## src/rtl/ign_prot_pkg.sv

```systemverilog
package ign_prot_pkg;
  typedef enum logic [1:0] {
    ST_IDLE  = 2'd0,
    ST_ON    = 2'd1,
    ST_SSD   = 2'd2,
    ST_REARM = 2'd3
  } seq_state_t;
endpackage

```

## src/rtl/ign_prot_deglitch.sv

```systemverilog
// Count-based glitch filter: output follows input only after the new level
// has been sampled on CYCLES consecutive edges.
module ign_prot_deglitch #(
  parameter int   CYCLES  = 32,
  parameter logic RST_VAL = 1'b0
) (
  input  logic clk,
  input  logic rst,
  input  logic din,
  output logic dout
);
  localparam int CW = $clog2(CYCLES + 1);
  localparam logic [CW-1:0] LAST = CW'(CYCLES - 1);

  logic [CW-1:0] cnt;

  always_ff @(posedge clk) begin
    if (rst) begin
      cnt  <= '0;
      dout <= RST_VAL;
    end else if (din != dout) begin
      if (cnt == LAST) begin
        cnt  <= '0;
        dout <= din;
      end else begin
        cnt <= cnt + 1'b1;
      end
    end else begin
      cnt <= '0;
    end
  end
endmodule

```

## src/rtl/ign_prot_persist.sv

```systemverilog
// Persistence timer: confirms a level after CYCLES consecutive high samples,
// drops the confirmation as soon as the level goes low.
module ign_prot_persist #(
  parameter int CYCLES = 440
) (
  input  logic clk,
  input  logic rst,
  input  logic level,
  output logic confirmed
);
  localparam int CW = $clog2(CYCLES + 1);
  localparam logic [CW-1:0] LIMIT = CW'(CYCLES);
  localparam logic [CW-1:0] LAST  = CW'(CYCLES - 1);

  logic [CW-1:0] cnt;

  always_ff @(posedge clk) begin
    if (rst || !level) begin
      cnt       <= '0;
      confirmed <= 1'b0;
    end else begin
      if (cnt != LIMIT) cnt <= cnt + 1'b1;
      if (cnt == LAST)  confirmed <= 1'b1;
    end
  end
endmodule

```

## src/rtl/ign_prot_fsm.sv

```systemverilog
// Charge / soft-shutdown / re-arm sequencer with registered outputs.
module ign_prot_fsm
  import ign_prot_pkg::*;
(
  input  logic clk,
  input  logic rst,
  input  logic cmd_lvl,
  input  logic en_act,
  input  logic therm_hot,
  input  logic inp_ov,
  input  logic sup_trip,
  input  logic bond_fault,
  input  logic coil_zero,
  output logic gate_on,
  output logic clamp_en
);
  seq_state_t state, nxt;
  logic cmd_prev;
  logic hold, hold_nxt;       // a latched-class fault was seen in this episode
  logic cmd_rise, cmd_fall;
  logic latched_f, rt_f, clean;

  assign cmd_rise  = cmd_lvl & ~cmd_prev;
  assign cmd_fall  = ~cmd_lvl & cmd_prev;
  assign latched_f = therm_hot | bond_fault | sup_trip | ~en_act;
  assign rt_f      = inp_ov;
  assign clean     = ~hold & ~latched_f & ~rt_f;

  always_comb begin
    nxt      = state;
    hold_nxt = hold;
    unique case (state)
      ST_IDLE: begin
        hold_nxt = 1'b0;
        if (cmd_rise && !latched_f) nxt = rt_f ? ST_REARM : ST_ON;
      end
      ST_ON: begin
        if (cmd_fall) begin
          nxt = ST_IDLE;
        end else if (latched_f || rt_f) begin
          nxt      = ST_SSD;
          hold_nxt = latched_f;
        end
      end
      ST_SSD: begin
        hold_nxt = hold | latched_f;
        if (cmd_fall)       nxt = ST_IDLE;
        else if (coil_zero) nxt = ST_REARM;
        else if (clean)     nxt = ST_ON;
      end
      ST_REARM: begin
        hold_nxt = hold | latched_f;
        if (!cmd_lvl)   nxt = ST_IDLE;
        else if (clean) nxt = ST_ON;
      end
      default: nxt = ST_IDLE;
    endcase
  end

  always_ff @(posedge clk) begin
    if (rst) begin
      state    <= ST_IDLE;
      cmd_prev <= 1'b0;
      hold     <= 1'b0;
      gate_on  <= 1'b0;
      clamp_en <= 1'b0;
    end else begin
      state    <= nxt;
      cmd_prev <= cmd_lvl;
      hold     <= hold_nxt;
      gate_on  <= (nxt == ST_ON);
      clamp_en <= (nxt == ST_SSD);
    end
  end
endmodule

```

## src/rtl/ign_prot_seq.sv

```systemverilog
module ign_prot_seq #(
  parameter int FILT_CYCLES  = 32,
  parameter int SUPOV_CYCLES = 440
) (
  input  logic clk,
  input  logic rst,
  input  logic cmd_raw,
  input  logic en_n_raw,
  input  logic therm_hot,
  input  logic inp_ov,
  input  logic sup_ov,
  input  logic bond_fault,
  input  logic coil_zero,
  output logic gate_on,
  output logic clamp_en
);
  localparam int NFILT = 2;
  localparam logic [NFILT-1:0] FILT_RST = 2'b10; // bit1 = enable (disabled)

  logic [NFILT-1:0] raw_vec, flt_vec;
  logic cmd_flt, en_n_flt, sup_trip;

  assign raw_vec = {en_n_raw, cmd_raw};

  for (genvar i = 0; i < NFILT; i++) begin : g_filt
    ign_prot_deglitch #(
      .CYCLES (FILT_CYCLES),
      .RST_VAL(FILT_RST[i])
    ) u_flt (
      .clk (clk),
      .rst (rst),
      .din (raw_vec[i]),
      .dout(flt_vec[i])
    );
  end

  assign cmd_flt  = flt_vec[0];
  assign en_n_flt = flt_vec[1];

  ign_prot_persist #(.CYCLES(SUPOV_CYCLES)) u_supov (
    .clk      (clk),
    .rst      (rst),
    .level    (sup_ov),
    .confirmed(sup_trip)
  );

  ign_prot_fsm u_fsm (
    .clk       (clk),
    .rst       (rst),
    .cmd_lvl   (cmd_flt),
    .en_act    (~en_n_flt),
    .therm_hot (therm_hot),
    .inp_ov    (inp_ov),
    .sup_trip  (sup_trip),
    .bond_fault(bond_fault),
    .coil_zero (coil_zero),
    .gate_on   (gate_on),
    .clamp_en  (clamp_en)
  );
endmodule

```

## config.mk

```make
export PLATFORM = sky130hd
export DESIGN_NAME = ign_prot_seq
export DESIGN_NICKNAME = d
export VERILOG_FILES = /design/src/rtl/ign_prot_pkg.sv /design/src/rtl/ign_prot_deglitch.sv /design/src/rtl/ign_prot_persist.sv /design/src/rtl/ign_prot_fsm.sv /design/src/rtl/ign_prot_seq.sv
export SDC_FILE = /design/constraint.sdc
export NUM_CORES = 1
export LEC_CHECK = 0
export ABC_AREA = 1
export CORE_MARGIN = 8
export CORE_UTILIZATION = 45
export DETAILED_ROUTE_END_ITERATION = 8
export GPL_ROUTABILITY_DRIVEN = 0
export PLACE_DENSITY = 0.63
export REMOVE_ABC_BUFFERS = 1
export SYNTH_ARGS = -nofsm -noshare
export SYNTH_HDL_FRONTEND = slang
export SYNTH_SLANG_ARGS = --single-unit
```

## constraint.sdc

```tcl
create_clock -name clk -period 1.4 [get_ports clk]
set_clock_uncertainty 0.05 [all_clocks]
set_input_delay 0.28 -clock clk [delete_from_list [all_inputs] [get_ports clk]]
set_output_delay 0.28 -clock clk [all_outputs]
set_load 0.005 [all_outputs]
```

==> out/metrics.csv <==
metric,value,unit
status,finished with violations,
failing checks,negative setup slack,
Synth area leaders,"dfxtp_1 (45%), nand2_1 (9.3%), inv_1 (7.9%), nor2_1 (6.7%), a21oi_1 (5.2%)",
area occupied by multi-input gates,730.7,um^2
H-tree levels,2,
Routed Antenna Nets,0,
drt via density,4.971,
post-synth cell types,24,
CP endpoint,g_filt[1].u_flt.cnt[3]$_SDFF_PP0_,
R2R setup slack,-0.02,ns
Final Util,63.20,%
post-synth top area cell,dfxtp_1,
# setup viols final,2,
clk_lat worst skew,0.31,ns
drt first pass iters,4,
Critical Path Start,g_filt[1].u_flt.cnt[1]$_SDFF_PP0_,
fill cell count,265,
Ys Warns,0,
most frequent cells in the layout,"nand2_1 (30), inv_1 (25), dfxtp_1 (23)",
DRT iter0 DRCs,51,
pin count of the biggest net entering global routing,10,
register bit total from synthesis,30,
storage element area,609.3,um^2
power density over the cells,849.3,nW/um^2
Final #Nets,224,
global routing usage on met3,3.955,%
"Hold-fix buffers, CTS",0,
Lkg Pwr,0.0007212,uW
die height,70.50,um
# IOs,11,
Mapped Cells,179,
mapped cell area,1336,um^2
reg2reg end,g_filt[1].u_flt.cnt[3]$_SDFF_PP0_,
WHS Path Cells,2,
reg2reg start,g_filt[1].u_flt.cnt[1]$_SDFF_PP0_,
VDD IR max,0.7279,mV
I/O Buffers,10,
initial core utilization,48.04,%
placed cell count,229,
synthesized area per cell,7.465,um^2
Final Hold Fails,0,
Worst slew margin,65.18,%
top cell type's share of synthesized area,44.94,%
min-delay src,u_supov.confirmed$_SDFFE_PP0N_,
Worst setup EP type,register,
crit start category,register,
Arrival @ worst endpoint,1.56,ns
CTS tree,done,
DRC,0,
total congestion overflow,0,
GRT Util Overall,9.867,%
Max Freq,703.9,MHz
Worst Hold Class,reg -> reg,
"Most Used Layer, Global Route",met2,
met1 usage,10.28,%
CORE AREA,2781,um^2
clock tree buffer depth,2,
RSZ-0062 raised after global routing,true,
routed len/inst,10.81,um
Final Slew Violations,0,
worst-margin pin slew,0.5200,ns
met2 Use GR,16.80,%
min cycle time layout,1.421,ns
CTS buffer count,5,
hpwl dp,1792,um
Worst-path clk slew,0.09,ns
max cap viols,0,
Vias,1208,
n_diodes,0,
vias in the first global route,1069,
Core Rows,19,
total wire length,2628,um
CP Class,reg -> reg,
CTS Sinks,30,
share of layout cells above drive strength 1,26.42,%
Die W,70.50,um
Root Driver,clkbuf_4,
setup ws final,-0.02066,ns
critical-path maximum fanout,6,
fin cells,243,
R2R depth,8,
Tcrit/Tclk final,101.5,%
first-pass GRT wire length,4105,um
"most common cell after layout, fill and taps aside",nand2_1,
layout overhead on the synthesized area,31.55,%
"Req. time, crit path",1.54,ns
initial antenna violation count,0,
DIE AREA,4970,um^2
register area share after synthesis,44.94,%
-- power breakdown --
group | internal [uW] | switching [uW] | total, uW
combinational | 55.8 | 40.9 | 96.6
clock | 243 | 283 | 526
sequential | 863 | 7.60 | 870
total | 1160 | 332 | 1490
-- cells in the mapped netlist --
cell type	n
nand2_1	33
dfxtp_1	30
inv_1	28
nor2_1	24
a21oi_1	14
nor3_1	9
nand3_1	8
ha_1	4
nand4_1	4
nor3b_1	4
o21ai_0	3
nand2_2	2
nand3b_1	2
or2_0	2
or2_2	2
xor2_1	2
inv_2	1
nand4_2	1
nor3_2	1
nor3_4	1
nor4_1	1
o211ai_1	1
o21a_1	1
o21bai_1	1
-- kinds of logic after synthesis --
family	after synthesis	share of synthesized area, %
AND/OR/NAND/NOR	94	33.80
XOR/XNOR	2	1.311
buffers and inverters	29	8.146
adder cells (fa/ha/maj)	4	3.745
AO/OA/AOI/OAI	20	8.053
flip-flops	30	44.94
-- worst min-delay path by stage --
stage	slack, ns	end
after floorplan	0.30	u_fsm.hold$_SDFFE_PP0P_
after global placement	0.38	g_filt[0].u_flt.cnt[0]$_SDFF_PP0_
after detailed placement	0.39	g_filt[0].u_flt.cnt[0]$_SDFF_PP0_
after CTS	0.41	g_filt[0].u_flt.cnt[0]$_SDFF_PP0_
after global routing	0.47	u_supov.confirmed$_SDFFE_PP0N_
final	0.42	u_supov.confirmed$_SDFFE_PP0N_
-- worst max-delay path, stage by stage, from the launching register on --
cell,delay (ns)
dfxtp_2,0.36
ha_4,0.14
nand2_2,0.06
nor2_2,0.12
inv_2,0.05
nor2_4,0.11
nand2_2,0.06
o211ai_1,0.24
nor3b_1,0.10
-- metal layers --
metal	vias up	wire (um)
li1	639	-
met1	540	1163
met2	22	1291
met3	7	128
met4	0	45
met5	-	0
-- registers in the layout (all words and copies together) (netlist names) --
name	cells
g_filt.u_flt.cnt	12
u_supov.cnt	9
g_filt.u_flt.dout	2
u_fsm.state	2
u_fsm.clamp_en	1
u_fsm.cmd_prev	1
u_fsm.gate_on	1
u_fsm.hold	1
u_supov.confirmed	1
-- through the flow --
| step | setup WS (ns) | total power (uW) | hold WS (ns) | setup TNS (ns) | area (um^2) |
|---|---|---|---|---|---|
| final | -0.02066 | 1493 | 0.4162 | -0.03356 | 1758 |
| after CTS | -0.01617 | 1502 | 0.4107 | -0.01617 | 1628 |
| after global placement | -0.1557 | 966.4 | 0.3777 | -1.751 | 1543 |
| after global routing | -0.1187 | 1560 | 0.4669 | -0.8199 | 1758 |
| after detailed placement | -0.2113 | 968.8 | 0.3881 | -2.034 | 1543 |
| after floorplan | 0.07973 | 917.9 | 0.2991 | 0 | 1336 |
-- repair_timing --
item                                    in CTS  in global routing
resized for setup                            9                 27
cloned                                       0                  0
endpoints found under the setup margin       9                 14
pin swaps                                    1                 10
setup buffers                                1                  5
endpoints found under the hold margin        0                  0
-- final cells by class --
class	count	share of cell area (%)
Clock inverter	1	0.2847
Inverter	29	6.192
Clock buffer	7	3.132
Multi-Input combinational cell	120	41.57
Sequential cell	30	34.66
Tap cell	31	2.206
Timing Repair Buffer	25	11.96
No activity file was read; power rests on OpenSTA's default activity.
